### src/rtl/dma_cs_pkg.sv
package dma_cs_pkg;

  typedef enum logic [1:0] {
    ST_IDLE = 2'd0,
    ST_WAIT = 2'd1,
    ST_XFER = 2'd2,
    ST_ACK  = 2'd3
  } dmaState_e;

  // strobes from control to datapath
  typedef struct packed {
    logic latchDev;   // capture device byte into data register
    logic latchMem;   // capture memory byte into data register
    logic advance;    // pointer up, count down
  } dpStrobe_t;

  localparam logic [1:0] SEL_CTRL = 2'd0;
  localparam logic [1:0] SEL_ADDR = 2'd1;
  localparam logic [1:0] SEL_CNT  = 2'd2;
  localparam logic [1:0] SEL_DEV  = 2'd3;

  localparam int BIT_GO  = 0;
  localparam int BIT_DIR = 1;
  localparam int BIT_CLR = 2;

endpackage

### src/rtl/dma_cs_datapath.sv
module dma_cs_datapath
  import dma_cs_pkg::*;
#(
  parameter int ADDR_W = 16,
  parameter int CNT_W  = 16,
  parameter int DEV_W  = 8,
  parameter int DATA_W = 8,
  parameter int REG_W  = 16
) (
  input  logic              clk,
  input  logic              rstN,
  input  logic              regWe,
  input  logic [1:0]        regSel,
  input  logic [REG_W-1:0]  regWdata,
  input  logic              lock,
  input  dpStrobe_t         strobe,
  input  logic [DATA_W-1:0] devDataIn,
  input  logic [DATA_W-1:0] memRdata,
  output logic [ADDR_W-1:0] memAddr,
  output logic [DEV_W-1:0]  devAddr,
  output logic [DATA_W-1:0] dataReg,
  output logic              dirRead,
  output logic              countZero,
  output logic              countOne,
  output logic              cmdGo,
  output logic              cmdClr
);

  localparam logic [CNT_W-1:0]  CNT_ONE  = CNT_W'(1);
  localparam logic [ADDR_W-1:0] ADDR_ONE = ADDR_W'(1);

  logic [CNT_W-1:0] countReg;
  logic             ctrlWrite;
  logic             cfgOpen;

  assign ctrlWrite = regWe && (regSel == SEL_CTRL);
  assign cfgOpen   = regWe && !lock;
  assign cmdGo     = ctrlWrite && regWdata[BIT_GO];
  assign cmdClr    = ctrlWrite && regWdata[BIT_CLR];
  assign countZero = (countReg == '0);
  assign countOne  = (countReg == CNT_ONE);

  always_ff @(posedge clk) begin
    if (!rstN) begin
      memAddr  <= '0;
      countReg <= '0;
      devAddr  <= '0;
      dirRead  <= 1'b0;
    end else if (strobe.advance) begin
      memAddr  <= memAddr + ADDR_ONE;
      countReg <= countReg - CNT_ONE;
    end else if (cfgOpen) begin
      case (regSel)
        SEL_CTRL: dirRead  <= regWdata[BIT_DIR];
        SEL_ADDR: memAddr  <= regWdata[ADDR_W-1:0];
        SEL_CNT:  countReg <= regWdata[CNT_W-1:0];
        default:  devAddr  <= regWdata[DEV_W-1:0];
      endcase
    end
  end

  always_ff @(posedge clk) begin
    if (!rstN) begin
      dataReg <= '0;
    end else if (strobe.latchDev) begin
      dataReg <= devDataIn;
    end else if (strobe.latchMem) begin
      dataReg <= memRdata;
    end
  end

endmodule

### src/rtl/dma_cs_ctrl.sv
module dma_cs_ctrl
  import dma_cs_pkg::*;
(
  input  logic      clk,
  input  logic      rstN,
  input  logic      devReq,
  input  logic      busGrant,
  input  logic      cmdGo,
  input  logic      cmdClr,
  input  logic      dirRead,
  input  logic      countZero,
  input  logic      countOne,
  output dpStrobe_t strobe,
  output logic      armed,
  output logic      busReq,
  output logic      memWe,
  output logic      memRe,
  output logic      devAck,
  output logic      irq
);

  dmaState_e state, stateNext;
  logic      finalByte;

  always_comb begin
    stateNext = state;
    unique case (state)
      ST_IDLE: if (armed && devReq) stateNext = ST_WAIT;
      ST_WAIT: if (busGrant)        stateNext = ST_XFER;
      ST_XFER:                      stateNext = ST_ACK;
      default:                      stateNext = ST_IDLE;
    endcase
  end

  assign busReq = (state == ST_WAIT) || (state == ST_XFER);
  assign memWe  = (state == ST_XFER) && !dirRead;
  assign memRe  = (state == ST_XFER) && dirRead;
  assign devAck = (state == ST_ACK);

  always_comb begin
    strobe          = '0;
    strobe.latchDev = (state == ST_WAIT) && busGrant && !dirRead;
    strobe.latchMem = (state == ST_XFER) && dirRead;
    strobe.advance  = (state == ST_XFER);
  end

  assign finalByte = (state == ST_XFER) && countOne;

  always_ff @(posedge clk) begin
    if (!rstN) begin
      state <= ST_IDLE;
      armed <= 1'b0;
      irq   <= 1'b0;
    end else begin
      state <= stateNext;
      if (finalByte) begin
        armed <= 1'b0;
        irq   <= 1'b1;
      end else begin
        if (cmdGo && !armed && !irq && !countZero) armed <= 1'b1;
        if (cmdClr) irq <= 1'b0;
      end
    end
  end

endmodule

### src/rtl/dma_cycle_steal.sv
module dma_cycle_steal
  import dma_cs_pkg::*;
#(
  parameter int ADDR_W = 16,
  parameter int CNT_W  = 16,
  parameter int DEV_W  = 8,
  parameter int DATA_W = 8,
  parameter int REG_W  = 16
) (
  input  logic              clk,
  input  logic              rstN,
  input  logic              regWe,
  input  logic [1:0]        regSel,
  input  logic [REG_W-1:0]  regWdata,
  input  logic              devReq,
  output logic              devAck,
  input  logic [DATA_W-1:0] devDataIn,
  output logic [DATA_W-1:0] devDataOut,
  output logic [DEV_W-1:0]  devAddrOut,
  output logic              busReq,
  input  logic              busGrant,
  output logic [ADDR_W-1:0] memAddr,
  output logic              memWe,
  output logic              memRe,
  output logic [DATA_W-1:0] memWdata,
  input  logic [DATA_W-1:0] memRdata,
  output logic              irq
);

  dpStrobe_t         strobe;
  logic              armed;
  logic              dirRead;
  logic              countZero;
  logic              countOne;
  logic              cmdGo;
  logic              cmdClr;
  logic [DATA_W-1:0] dataReg;

  dma_cs_datapath #(
    .ADDR_W(ADDR_W), .CNT_W(CNT_W), .DEV_W(DEV_W),
    .DATA_W(DATA_W), .REG_W(REG_W)
  ) uDp (
    .clk(clk), .rstN(rstN),
    .regWe(regWe), .regSel(regSel), .regWdata(regWdata),
    .lock(armed), .strobe(strobe),
    .devDataIn(devDataIn), .memRdata(memRdata),
    .memAddr(memAddr), .devAddr(devAddrOut), .dataReg(dataReg),
    .dirRead(dirRead), .countZero(countZero), .countOne(countOne),
    .cmdGo(cmdGo), .cmdClr(cmdClr)
  );

  dma_cs_ctrl uCtrl (
    .clk(clk), .rstN(rstN),
    .devReq(devReq), .busGrant(busGrant),
    .cmdGo(cmdGo), .cmdClr(cmdClr), .dirRead(dirRead),
    .countZero(countZero), .countOne(countOne),
    .strobe(strobe), .armed(armed),
    .busReq(busReq), .memWe(memWe), .memRe(memRe),
    .devAck(devAck), .irq(irq)
  );

  assign devDataOut = dataReg;
  assign memWdata   = dataReg;

endmodule

### config.mk
export PLATFORM = sky130hd
export DESIGN_NAME = dma_cycle_steal
export DESIGN_NICKNAME = d
export VERILOG_FILES = /design/src/rtl/dma_cs_pkg.sv /design/src/rtl/dma_cs_datapath.sv /design/src/rtl/dma_cs_ctrl.sv /design/src/rtl/dma_cycle_steal.sv
export SDC_FILE = /design/constraint.sdc
export NUM_CORES = 1
export LEC_CHECK = 0
export ABC_AREA = 0
export BUFFER_PORTS_ARGS = -buffer_cell sky130_fd_sc_hd__buf_2
export CAP_MARGIN = 10
export CORE_ASPECT_RATIO = 0.6
export CORE_MARGIN = 10
export CORE_UTILIZATION = 56
export CTS_CLUSTER_SIZE = 20
export DETAILED_ROUTE_END_ITERATION = 6
export HOLD_SLACK_MARGIN = 0.15
export PLACE_DENSITY = 0.94
export SYNTH_ARGS = -nofsm -noshare
export SYNTH_HDL_FRONTEND = slang
export SYNTH_HIERARCHICAL = 1
export SYNTH_SLANG_ARGS = --single-unit
### constraint.sdc
create_clock -name clk -period 4.5 [get_ports clk]
set_input_delay 0.225 -clock clk [delete_from_list [all_inputs] [get_ports clk]]
set_output_delay 0.225 -clock clk [all_outputs]
set_load 0.01 [all_outputs]
==> metrics.md <==
| Metric | Value |
|---|---|
| Synth Area in Simple Gates | 0.2567 |
| Die height | 75.75 µm |
| Residual DRC count | 0 |
| Leakage | roughly 0.0015 µW |
| Post-synth EDFFs | 0 |
| Final setup vio count | 0 |
| Grt ovf | 0 |
| Rows | 20 |
| Synth Instances | 356 |
| Largest net degree at the start of global routing | 35 |
| Status | finished, final reports clean |
| Ys Warns | 6 |
| DIE AREA | roughly 8600 µm² |
| Post-synth top cells | dfxtp_1 (53), nor2_1 (45), nand2_1 (27), a21oi_1 (25), mux2i_1 (20) |
| Worst setup EP type | flop |
| Setup TNS | 0 ns |
| Die width | 112.9 µm |
| Ys async rst share | 0 |
| Register area share after synthesis | 0.3658 |
| Synth top area cells | dfxtp_1 (37%), mux2i_1 (6.9%), nor2_1 (5.8%) |
| R2R Path Start | uCtrl/state[0]$_SDFFE_PN0P_ |
| First-pass GRT wire length | between 10000 and 15000 µm |
| Crit. Startpoint | uCtrl/state[0]$_SDFFE_PN0P_ |
| CP required | 4.68 ns |
| Fin crit share | 0.5894 |
| # fillers | 373 |
| Area of the multi-input gates | 1644 µm² |
| Drt wl/cell | roughly 19 µm |
| Dpl hpwl | 6527 µm |
| Max Freq | 377.0 MHz |
| Htree depth | 2 |
| Finished Layout Cells | 495 |
| Syn-to-layout area delta | 18.98% |
| WHS | 0.1567 ns |
| Clock buffer depth | 2 |
| Final min period | between 2 and 3 ns |
| Mux contribution to synthesized area | 0.07291 |
| RSZ-0062 raised after global routing | false |
| Root Driver | clkbuf_8 |
| CTS tree | yes |
| CTS clk-pin slew, worst paths | about 0.1 ns |
| I/O Pins | 84 |
| IO buf count | 83 |
| PwrDens | 344.3 nW/µm² |
| Total GRT Usage | 0.1990 |
| Synth area leader | dfxtp_1 |
| Core box area | 5030 µm² |
| Post-Synth Adder-Cell Area | 0.03020 |
| Max_slew headroom | 0.5475 |
| TritonCTS buffer count | 5 |
| Layout cells sized above 1 | 0.2459 |
| Wirelength, routed | just over 9000 µm |
| Sequential cell area | 1061 µm² |
| Initial antenna violation count | 0 |
| Initial Utilization | 0.5766 |
| Top-count cell post-synth | dfxtp_1 |
| Post-synth top area share | 0.3658 |
| Final nets | 472 |
| Flops & latches, synth | 53 |
| Worst skew pair latency | 0.31 ns |
| Clock Skews | 0.005845 ns |
| Max VDD drop | 0.2475 mV |
| Crit Path Max Fanout | 34 |
| Synth cell types | 52 |
| Final RePlAce weighted congestion | 0.8899 |
| Crit path kind | flop to flop |
| Post-Place Cells | 481 |
| Top_reg_cell synth | dfxtp_1 |
| Final Hold Vio Count | 0 |
| First-pass detailed-route iteration total | 6 |
| XOR/XNOR Fraction of Synth Area | 0 |
| Critical Path AT | 2.83 ns |
| DRT iter0 DRCs | approximately 290 |
| Worst hold-check path type | input port to flop |
| Post-Place Worst Slack | 1.919 ns |
| Min-Delay Startpoint | devDataIn[5] |
| Number of vias per cell | 6.366 |
| # clock sinks | 53 |
| Compound-Gate Fraction of Synth Area | 0.2071 |
| Syn Area/Cell | between 8 and 9 µm² |
| Max Cap Viol | 0 |
| Fin. max-slew vios | 0 |
| Vias in the first global route | 2817 |
| Post-synthesis cell area | 2900 µm² |
| Crit start category | flop |
| Via count | 3151 |
| Setup WS post-layout | 1.848 ns |
| Syn Nets | 402 |
| Worst Tran Pin Value | ~0.68 ns |
| ANT nets after route | 0 |
| Main combinational cell family by area after synthesis | simple AND/OR/NAND/NOR gates |
-- timing repair --
| item | CTS | global route |
|---|---|---|
| hold buffers | 4 | 0 |
| endpoints found under the hold margin | 4 | 0 |
| setup buffers | 0 | 0 |
| resized for setup | 0 | 0 |
-- kinds of logic (layout without fill, tap and decap cells) --
logic type,Yosys count,count (layout)
AND/OR/NAND/NOR,144,144
AO/OA/AOI/OAI,89,89
flip-flops,53,53
buffers and inverters,42,113
multiplexers,21,21
adder cells (fa/ha/maj),7,7
other,0,2
-- critical path: stages, from the launching register on --
cell,delay [ns]
dfxtp_1,0.40
inv_1,0.09
ha_1,0.20
buf_4,0.24
inv_1,0.50
nand4_1,0.62
mux2i_1,0.38
nor2_1,0.07
-- metrics by stage --
stage	power [µW]	util	instance area, µm²
after global routing	1238	0.6851	3446
final	1188	0.6861	3451
after global placement	824.4	0.6532	3286
after detailed placement	839.9	0.6532	3286
after floorplan	747.9	-	2900
after CTS	1179	0.6851	3446
-- cell usage in the layout (no fill, tap or decap), types with 7 or more instances in the layout --
cell / netlist / final
nor4_1: 8 / 8
buf_2: 2 / 83
inv_1: 14 / 14
a31oi_1: 11 / 11
nor2_1: 45 / 45
ha_1: 7 / 7
or3_1: 7 / 7
nand2_1: 27 / 27
mux2i_1: 20 / 20
nand3_1: 15 / 15
a21oi_1: 25 / 25
o21ai_0: 11 / 11
dfxtp_1: 53 / 53
nor3_1: 8 / 8
-- flip-flops by register name (all words and copies together) (netlist names) --
signal	cells
uDp/devAddr	8
uCtrl/state	2
uDp/dirRead	1
uCtrl/armed	1
uCtrl/irq	1
uDp/memAddr	16
uDp/countReg	16
uDp/dataReg	8
-- final cells by class --
cell class | count | area share
Antenna cell | 2 | 0.001450
Clock buffer | 6 | 0.02393
Clock inverter | 2 | 0.01088
Inverter | 14 | 0.01523
Multi-Input combinational cell | 261 | 0.4764
Sequential cell | 53 | 0.3075
Tap cell | 66 | 0.02393
Timing Repair Buffer | 91 | 0.1407
-- routing by layer --
metal / wire, µm / GRT usage / part of all wire / vias up
met4: 135 / 0.07423 / 0.015 / 0
met2: 4381 / 0.3263 / 0.48 / 219
li1: - / - / - / 1444
met1: 3779 / 0.2515 / 0.41 / 1464
met3: 890 / 0.04717 / 0.097 / 24
met5: 0 / 0 / 0 / -
-- power by group --
| part | internal (µW) | switching (µW) | leakage [µW] |
|---|---|---|---|
| sequential | 504 | 39.2 | 0.000430 |
| clock | 181 | 165 | 0.0000574 |
| combinational | 126 | 173 | 0.00101 |
-- path summary, 6_finish.rpt --
check / end / slack [ns] / cells past startpoint
worst max-delay path: uDp/devAddr[2]$_SDFFE_PN0P_ / 1.85 / 7
worst min-delay path: uDp/dataReg[5]$_SDFFE_PN0P_ / 0.16 / 3
worst max register to register: uDp/devAddr[2]$_SDFFE_PN0P_ / 1.85 / 7
worst min register to register: uDp/countReg[14]$_SDFFE_PN0P_ / 0.50 / 2
No activity file was read; power rests on OpenSTA's default activity.
